## src/rtl/mbx_pkg.sv

```systemverilog
package mbx_pkg;

    localparam int WIN_BYTES = 32;

    localparam logic [4:0] OFF_STAT = 5'h00;
    localparam logic [4:0] OFF_CLR  = 5'h08;
    localparam logic [4:0] OFF_SET  = 5'h0C;

    localparam logic [31:0] ADR_CAP  = 32'h0000_0F80;
    localparam logic [31:0] ADR_WREQ = 32'h0000_0F88;
    localparam logic [31:0] ADR_WRDY = 32'h0000_0F8C;

    typedef enum logic {
        VIEW_SEND,
        VIEW_RECV
    } view_e;

    typedef enum logic [2:0] {
        ACC_NONE,
        ACC_STAT,
        ACC_SET,
        ACC_CLR,
        ACC_CAP,
        ACC_WREQ,
        ACC_WRDY
    } acc_kind_e;

    typedef struct packed {
        logic req;
        logic rdy;
    } wake_state_t;

    // Classify a byte address for one view; anything unmapped is ACC_NONE.
    function automatic acc_kind_e decode_addr(input logic [31:0] a,
                                              input int num_ch,
                                              input view_e view);
        acc_kind_e k;
        k = ACC_NONE;
        if (a == ADR_CAP) begin
            k = ACC_CAP;
        end else if (a == ADR_WREQ) begin
            if (view == VIEW_SEND) k = ACC_WREQ;
        end else if (a == ADR_WRDY) begin
            if (view == VIEW_SEND) k = ACC_WRDY;
        end else if (a < 32'(num_ch) * 32'(WIN_BYTES)) begin
            if (a[4:0] == OFF_STAT)                          k = ACC_STAT;
            else if (a[4:0] == OFF_SET && view == VIEW_SEND) k = ACC_SET;
            else if (a[4:0] == OFF_CLR && view == VIEW_RECV) k = ACC_CLR;
        end
        return k;
    endfunction

endpackage

```

## src/rtl/mbx_status_bank.sv

```systemverilog
module mbx_status_bank
    import mbx_pkg::*;
#(
    parameter int NUM_CH = 4,
    parameter int FLAG_W = 32,
    localparam int CH_W  = (NUM_CH > 1) ? $clog2(NUM_CH) : 1
) (
    input  logic                           clk,
    input  logic                           rst,
    input  logic                           set_en,
    input  logic [CH_W-1:0]                set_ch,
    input  logic [FLAG_W-1:0]              set_bits,
    input  logic                           clr_en,
    input  logic [CH_W-1:0]                clr_ch,
    input  logic [FLAG_W-1:0]              clr_bits,
    output logic [NUM_CH-1:0][FLAG_W-1:0]  status,
    output logic [NUM_CH-1:0]              irq
);

    for (genvar i = 0; i < NUM_CH; i++) begin : g_ch
        logic             set_hit;
        logic             clr_hit;
        logic [FLAG_W-1:0] nxt;

        always_comb begin
            set_hit = set_en && (set_ch == CH_W'(i));
            clr_hit = clr_en && (clr_ch == CH_W'(i));
            nxt     = status[i];
            if (clr_hit) nxt = nxt & ~clr_bits;
            // set applied last so a same-cycle set wins over the clear
            if (set_hit) nxt = nxt | set_bits;
        end

        always_ff @(posedge clk) begin
            if (rst) status[i] <= '0;
            else     status[i] <= nxt;
        end

        assign irq[i] = |status[i];
    end

endmodule

```

## src/rtl/mbx_wake_ctl.sv

```systemverilog
module mbx_wake_ctl
    import mbx_pkg::*;
#(
    parameter int SYNC_STAGES = 2
) (
    input  logic        clk,
    input  logic        rst,
    input  logic        req_wr,
    input  logic        req_bit,
    input  logic        rcv_ready_i,
    output wake_state_t wake
);

    logic                   req_q;
    logic [SYNC_STAGES-1:0] sync_q;

    always_ff @(posedge clk) begin
        if (rst) begin
            req_q  <= 1'b0;
            sync_q <= '0;
        end else begin
            if (req_wr) req_q <= req_bit;
            sync_q <= {sync_q[SYNC_STAGES-2:0], rcv_ready_i};
        end
    end

    assign wake.req = req_q;
    assign wake.rdy = req_q & sync_q[SYNC_STAGES-1];

endmodule

```

## src/rtl/mbx_view_port.sv

```systemverilog
module mbx_view_port
    import mbx_pkg::*;
#(
    parameter int    NUM_CH = 4,
    parameter int    FLAG_W = 32,
    parameter int    ADDR_W = 12,
    parameter view_e VIEW   = VIEW_SEND,
    localparam int   CH_W   = (NUM_CH > 1) ? $clog2(NUM_CH) : 1
) (
    input  logic                          clk,
    input  logic                          rst,
    input  logic                          rd,
    input  logic [ADDR_W-1:0]             addr,
    input  logic [NUM_CH-1:0][FLAG_W-1:0] status,
    input  wake_state_t                   wake,
    output acc_kind_e                     kind,
    output logic [CH_W-1:0]               chan,
    output logic [FLAG_W-1:0]             rdata
);

    logic [FLAG_W-1:0] rd_val;

    always_comb begin
        kind = decode_addr(32'(addr), NUM_CH, VIEW);
        chan = addr[5 +: CH_W];
    end

    always_comb begin
        rd_val = '0;
        case (kind)
            ACC_STAT: rd_val = status[chan];
            ACC_CAP:  rd_val = FLAG_W'(NUM_CH);
            ACC_WREQ: rd_val = FLAG_W'(wake.req);
            ACC_WRDY: rd_val = FLAG_W'(wake.rdy);
            default:  rd_val = '0;
        endcase
    end

    always_ff @(posedge clk) begin
        if (rst)     rdata <= '0;
        else if (rd) rdata <= rd_val;
    end

endmodule

```

## src/rtl/mbx_doorbell_top.sv

```systemverilog
module mbx_doorbell_top
    import mbx_pkg::*;
#(
    parameter int NUM_CH = 4,
    parameter int FLAG_W = 32,
    parameter int ADDR_W = 12,
    localparam int CH_W  = (NUM_CH > 1) ? $clog2(NUM_CH) : 1
) (
    input  logic              clk,
    input  logic              rst,
    input  logic              s_wr,
    input  logic              s_rd,
    input  logic [ADDR_W-1:0] s_addr,
    input  logic [FLAG_W-1:0] s_wdata,
    output logic [FLAG_W-1:0] s_rdata,
    input  logic              r_wr,
    input  logic              r_rd,
    input  logic [ADDR_W-1:0] r_addr,
    input  logic [FLAG_W-1:0] r_wdata,
    output logic [FLAG_W-1:0] r_rdata,
    input  logic              rcv_ready_i,
    output logic              wake_req_o,
    output logic [NUM_CH-1:0] irq_o
);

    logic [NUM_CH-1:0][FLAG_W-1:0] status;
    wake_state_t                   wake;
    acc_kind_e                     s_kind;
    acc_kind_e                     r_kind;
    logic [CH_W-1:0]               s_chan;
    logic [CH_W-1:0]               r_chan;

    mbx_view_port #(
        .NUM_CH(NUM_CH), .FLAG_W(FLAG_W), .ADDR_W(ADDR_W), .VIEW(VIEW_SEND)
    ) u_send (
        .clk(clk), .rst(rst), .rd(s_rd), .addr(s_addr), .status(status),
        .wake(wake), .kind(s_kind), .chan(s_chan), .rdata(s_rdata)
    );

    mbx_view_port #(
        .NUM_CH(NUM_CH), .FLAG_W(FLAG_W), .ADDR_W(ADDR_W), .VIEW(VIEW_RECV)
    ) u_recv (
        .clk(clk), .rst(rst), .rd(r_rd), .addr(r_addr), .status(status),
        .wake(wake), .kind(r_kind), .chan(r_chan), .rdata(r_rdata)
    );

    mbx_status_bank #(
        .NUM_CH(NUM_CH), .FLAG_W(FLAG_W)
    ) u_bank (
        .clk(clk), .rst(rst),
        .set_en(s_wr && s_kind == ACC_SET), .set_ch(s_chan), .set_bits(s_wdata),
        .clr_en(r_wr && r_kind == ACC_CLR), .clr_ch(r_chan), .clr_bits(r_wdata),
        .status(status), .irq(irq_o)
    );

    mbx_wake_ctl #(
        .SYNC_STAGES(2)
    ) u_wake (
        .clk(clk), .rst(rst),
        .req_wr(s_wr && s_kind == ACC_WREQ), .req_bit(s_wdata[0]),
        .rcv_ready_i(rcv_ready_i), .wake(wake)
    );

    assign wake_req_o = wake.req;

endmodule

```

## config.mk

```make
export PLATFORM = sky130hd
export DESIGN_NAME = mbx_doorbell_top
export DESIGN_NICKNAME = d
export VERILOG_FILES = /design/src/rtl/mbx_pkg.sv /design/src/rtl/mbx_status_bank.sv /design/src/rtl/mbx_wake_ctl.sv /design/src/rtl/mbx_view_port.sv /design/src/rtl/mbx_doorbell_top.sv
export SDC_FILE = /design/constraint.sdc
export NUM_CORES = 1
export LEC_CHECK = 0
export ABC_CLOCK_PERIOD_IN_PS = 2400
export BUFFER_PORTS_ARGS = -buffer_cell sky130_fd_sc_hd__buf_2
export CORE_ASPECT_RATIO = 1.4
export CORE_MARGIN = 2
export CORE_UTILIZATION = 56
export CTS_CLUSTER_DIAMETER = 100
export DETAILED_ROUTE_END_ITERATION = 8
export GPL_TIMING_DRIVEN = 0
export PLACE_DENSITY = 0.8
export SLEW_MARGIN = 20
export SYNTH_ARGS = -nofsm -noshare
export SYNTH_HDL_FRONTEND = slang
export SYNTH_SLANG_ARGS = --single-unit
```

## constraint.sdc

```tcl
create_clock -name clk -period 2.4 [get_ports clk]
set_clock_uncertainty 0.15 [all_clocks]
set_input_delay 0.24 -clock clk [delete_from_list [all_inputs] [get_ports clk]]
set_output_delay 0.24 -clock clk [all_outputs]
set_load 0.02 [all_outputs]
```

After elaboration in Yosys (flattened, before gate mapping)
Cells that the tools add are included.
Operators by class
  $add $sub $neg: 0
  multiply operators: 0
  divide/modulo/power cells: 0
  magnitude comparators: 4
  equal/unequal tests: 24
  shift operators: 0
  muxes and demuxes: 26
  bitwise logic cells: 10
  reductions and logical operators: 19
Operators by type and width (count)
  two-way mux 32 bit: 10
  case mux 32 bit (4 select lines): 2
  AND 32 bit: 4
  binary-select mux 32 bit (select 2 bit): 2
  bitwise OR 32 bit: 4
  OR reduction 32 bit: 4
  == test 12 bit (second input constant): 6
  NOT 32 bit: 1
  two-way mux 3 bit: 10
  less-than comparator 12 x 8 -> 1 bit (second input constant): 2
  == test 3 bit (second input constant): 6
  logical AND 1 bit: 11
  == test 5 x 4 -> 1 bit (second input constant): 2
  logical NOT 5 bit: 2
  == test 2 bit (second input constant): 4
  == test 3 x 1 -> 1 bit (second input constant): 2
  == test 3 x 2 -> 1 bit (second input constant): 2
  less-than comparator 2 x 3 -> 1 bit (second input constant): 2
  == test 2 x 1 -> 1 bit (second input constant): 2
  logical NOT 2 bit: 2
  two-way mux 2 bit: 2
  AND 1 bit: 1
Word-level totals
  bits in registers: 195
  bits in latches: 0
  memory bits (writable): 0
  bits in read-only memories: 0
  word-level logic and storage cells: 91
  memories kept: 0

Logic depth before layout (Yosys ltp)
  depth in word-level cells: 13
  mapped depth: 6

Modules after synthesis
A second synthesis with hierarchy kept.
Unflattened totals
  cells, all modules: 1074
  area, all modules: 9872.0 um2
Modules (own cells, without submodules)
  mbx_status_bank: times used 1, cells each 673, area each 5235.0 um2, seq. area each 2562.5 um2
  mbx_view_port (u_send): times used 1, cells each 199, area each 2262.2 um2, seq. area each 640.6 um2
  mbx_view_port (u_recv): times used 1, cells each 190, area each 2237.1 um2, seq. area each 640.6 um2
  mbx_wake_ctl: times used 1, cells each 9, area each 105.1 um2, seq. area each 60.1 um2
  mbx_doorbell_top: times used 1, cells each 3, area each 32.5 um2, seq. area each 0.0 um2

Worst setup path after synthesis
Ideal clock, no wire load.
  kind: input -> register
  from: input port s_addr[5]
  to: register u_send.rdata[28]
  setup time: 117 ps
  data arrival time: 1722 ps
  data required time: 2133 ps
  setup slack: 410 ps
  cell stages on the path: 4
  path buffers: 2
  path through: buf_2 buf_1 mux4_2 a32o_1
On the way
  word-level cells in the longest chain between the ends: 7
  elaborated cells between the ends (all ways): 15
  classes of those cells: order compare: 1; eq/ne: 7; mux: 7
Ends and longest elaborated chain
  start: declaration: RTL line mbx_doorbell_top.sv:13  | input logic [ADDR_W-1:0] s_addr,
  less-than comparator 12 x 8 -> 1 bit: RTL line mbx_pkg.sv:45  | end else if (a < 32'(num_ch) * 32'(WIN_BYTES)) begin
  two-way mux 3 bit: RTL line mbx_pkg.sv:45
  two-way mux 3 bit: RTL line mbx_pkg.sv:43  | end else if (a == ADR_WRDY) begin
  two-way mux 3 bit: RTL line mbx_pkg.sv:41  | end else if (a == ADR_WREQ) begin
  two-way mux 3 bit: RTL line mbx_pkg.sv:39  | if (a == ADR_CAP) begin
  == test 3 bit or == test 3 x 1 -> 1 bit (tied branches): RTL line mbx_view_port.sv:30  | case (kind)
  case mux 32 bit (4 select lines) (*): RTL line mbx_view_port.sv:30
  end signal: assignment: RTL line mbx_view_port.sv:41  | else if (rd) rdata <= rd_val;
  end: declaration: RTL line mbx_view_port.sv:18  | output logic [FLAG_W-1:0] rdata
Mark *: on every way between the ends. The rest lies on a longest branch, timed or not. The select of a mux whose other input is x is not followed.
A chain may end at the register's enable or synchronous reset.

Worst setup path in the final report
  from: register u_bank.status[92] (netlist name)
  to: output port irq_o[2]
On the way
  word-level cells in the longest chain between the ends: 1
Ends and longest elaborated chain
  start: declaration: RTL line mbx_status_bank.sv:16  | output logic [NUM_CH-1:0][FLAG_W-1:0] status,
  start signal: indexed assignment: RTL line mbx_status_bank.sv:36  | else status[i] <= nxt;
  OR reduction 32 bit: RTL line mbx_status_bank.sv:39  | assign irq[i] = |status[i];
  end: declaration: RTL line mbx_doorbell_top.sv:23  | output logic [NUM_CH-1:0] irq_o
Every way passes these cells.

==> results.yml <==
outcome:
  status: "finished, violations left"
  failed_checks: "negative setup slack"
synth:
  synth_seq_cells: 195
  synthXorXnorAreaFrac_pct: 0
  syn_area_mm2: 0.00912
  syn_nets: 926
  async_reset_ff_share_pct: 0
  synth-edff-count: 0
  yosysWarnings: 0
  synth-compound-area-share_pct: 23.2
  synthSimpleGateAreaFrac_pct: 12.7
  ys_seq_area_share_pct: 42.8
  synth_ff_type: "dfxtp_1"
  synth_top_family_by_area: "compound AO/OA/AOI/OAI gates"
  ys_types: 43
  synthCells: 831
  synth_fa_ha_area_share_pct: 0
  synth_mux_area_share_pct: 15.8
  synth_area_per_cell_um2: 11.0
power:
  p_per_area_mw_per_mm2: 598
  p_int_uw: 5110
  total_leakage_power_uw: 0.00446
  seqPwrFrac_pct: 48.3
  p_comb_share_pct: 7.2
  total_power_uw: 6700
  p_sw_share_pct: 23.9
  ir_worst_vdd_mv: 0.472
  power_frac_clock_pct: 44.5
  switching_power_uw: 1600
clocking:
  cts.sinks: 195
  postCtsSetupRepairBufs: 0
  cts_tree: "built"
  clock_latency_ps: 450
  cts_buffer_depth: 2
  clkSlewWorstSetupHoldPaths_ps: 80
  cts_buffers: 17
  root_buffer: "clkbuf_16"
  h-tree-depth: 4
sta:
  worst_slew_pin_slew_ps: 905
  relSlewSlack_pct: 39.7
  max_freq_mhz: 409
  finalMaxSlewViolations: 0
  post-route-min-period_ps: 2440
  rsz0062_at_grt: "no"
  fin_ws_ps: -43.3
  holdWs_ps: 0.136
  fin_crit_sh_pct: 102
  setup_violations: 2
  hold_violations: 0
die:
  dieHeight_um: 155
  io-pin-count: 164
  die_w_um: 112
  core_region_area_mm2: 0.0160
  start_util_pct: 56.9
  die_area_mm2: 0.0173
  rows: 55
global_route:
  grt_usage_pct: 37.6
  grt_pass1_vias: 8882
  overflow: 0
  antenna_found_initial: 1
  grt_max_degree: 17
  grt_pass1_wl_um: 49800
setup_path:
  cp_cell_sequence: "nor4_1 -> nand4_1 -> or2_2 -> buf_2"
  cp.depth: 4
  endpoint_kind: "output pin"
  worst-r2r-cell-count: 2
  crit_fanout: 4
  cp_top_family: "simple AND/OR/NAND/NOR gates"
  cpMaxStageDelayCell: "nor4_1"
  crit_path_start_kind: "register"
  path_buf_inv: 1
  crit_arrival_ps: 2050
  crit_type: "register to output pin"
  required_ps: 2010
  slowest_delay_ps: 490
job:
  cap_violations: 0
routing:
  totalWireLength_um: 33100
  vias: 9210
  drc: 0
  dr.pass1.iters: 6
  dr.first_iter.drc_count: 1312
  via_per_inst: 7.31
  wl_per_cell_um: 26.3
  ant_nets: 0
layout:
  num-nets-final: 1143
  drive_above_1_share_pct: 31.3
  final_cell_mix: "dfxtp_1 (195), buf_2 (181), nand3_1 (98)"
  stdcell_area_mm2: 0.0112
  nFillCells: 1215
  area_growth_pct: 22.9
  final_common_cell: "dfxtp_1"
hold_path:
  hold_class: "input port to register"
  holdPathStages: 3
placement:
  io_buffers: 158
  gp_congestion: 0.993
  place_area_mm2: 0.0102
  place_hpwl_um: 23000
[final cells by class]
class / count / area (µm²) / area share [%]
Timing Repair Buffer: 198 / 1190 / 10.6
Antenna cell: 1 / 2.50 / 0.0223
Multi-Input combinational cell: 519 / 4760 / 42.4
Inverter: 33 / 124 / 1.10
Tap cell: 199 / 249 / 2.22
Buffer: 84 / 378 / 3.37
Sequential cell: 195 / 3900 / 34.8
Clock inverter: 12 / 155 / 1.38
Clock buffer: 19 / 453 / 4.04
[Yosys cell counts (5+ instances only)]
cell      number  area, µm²
o21ai_0        6       30.0
clkbuf_1      53        199
mux4_2        64       1440
a32o_1        64        641
nand3_1       98        490
a32o_2        30        338
nand4_1       13       81.3
inv_1         33        124
dfxtp_1      195       3900
or2_2          5       31.3
nor2b_1        6       37.5
nor4_1        35        219
nor2_1         7       26.3
o21ai_1       60        300
buf_2         23        115
o211ai_1      64        480
a22o_1        32        280
[path summary, 6_finish.rpt]
kind | endpoint | slack, ps | start
setup reg to reg | u_send.rdata[17]$_SDFFE_PP0P_ | 920 | u_bank.status[17]$_SDFF_PP0_
hold reg to reg | u_wake.sync_q[1]$_SDFF_PP0_ | 290 | u_wake.sync_q[0]$_SDFF_PP0_
hold / removal | u_bank.status[43]$_SDFF_PP0_ | 0.1 | r_wdata[11]
setup / recovery | irq_o[2] | -40 | u_bank.status[92]$_SDFF_PP0_
[metal layers]
metal	global-route usage [%]	vias to the layer above	share of wire [%]
met5	0	-	0
li1	-	3837	-
met2	61.5	752	48
met4	27.8	0	8.3
met3	7.71	223	11
met1	43.7	4398	33
[tightest hold or removal path, cell delays in order]
cell and delay, ps:
buf_2 120, nand3_1 70, a32o_2 150
[flip-flops by register name, indices dropped and copies added (netlist names)]
name / cells
u_wake.sync_q: 2
u_recv.rdata: 32
u_wake.req_q: 1
u_send.rdata: 32
u_bank.status: 128
[kinds of logic after synthesis]
logic type,count (synthesis)
AOI/OAI and AO/OA,263
DFF,195
and+or+nand+nor,192
buffers and inverters,117
muxes,64
[stage by stage]
step	setup WS (ps)	setup TNS (ps)	std cells	utilization (%)
after floorplan	410	0	831	-
after global placement	-368	-9720	1188	63.4
after detailed placement	-25.7	-206	1188	63.4
after CTS	12.4	0	1259	69.8
after global routing	12.7	0	1260	69.9
final	-43.3	-56.8	1260	69.9
[what timing repair did]
item                                   in CTS  in global routing
pin swaps                                   0                  0
hold buffers                               40                  0
setup endpoints to repair                   1                  3
resized for setup                           1                  4
endpoints found under the hold margin     130                  0
[power groups by stage]
stage / logic [µW] / clock network (µW) / registers, µW
6_report: 482 / 2990 / 3240
5_1_grt: 505 / 3110 / 3240
4_1_cts: 466 / 2970 / 3240
3_5_place_dp: 414 / 0 / 3310
3_3_place_gp: 410 / 0 / 3310
2_1_floorplan: 201 / 0 / 3310
Note: power is estimated with default switching activity, not from simulation.
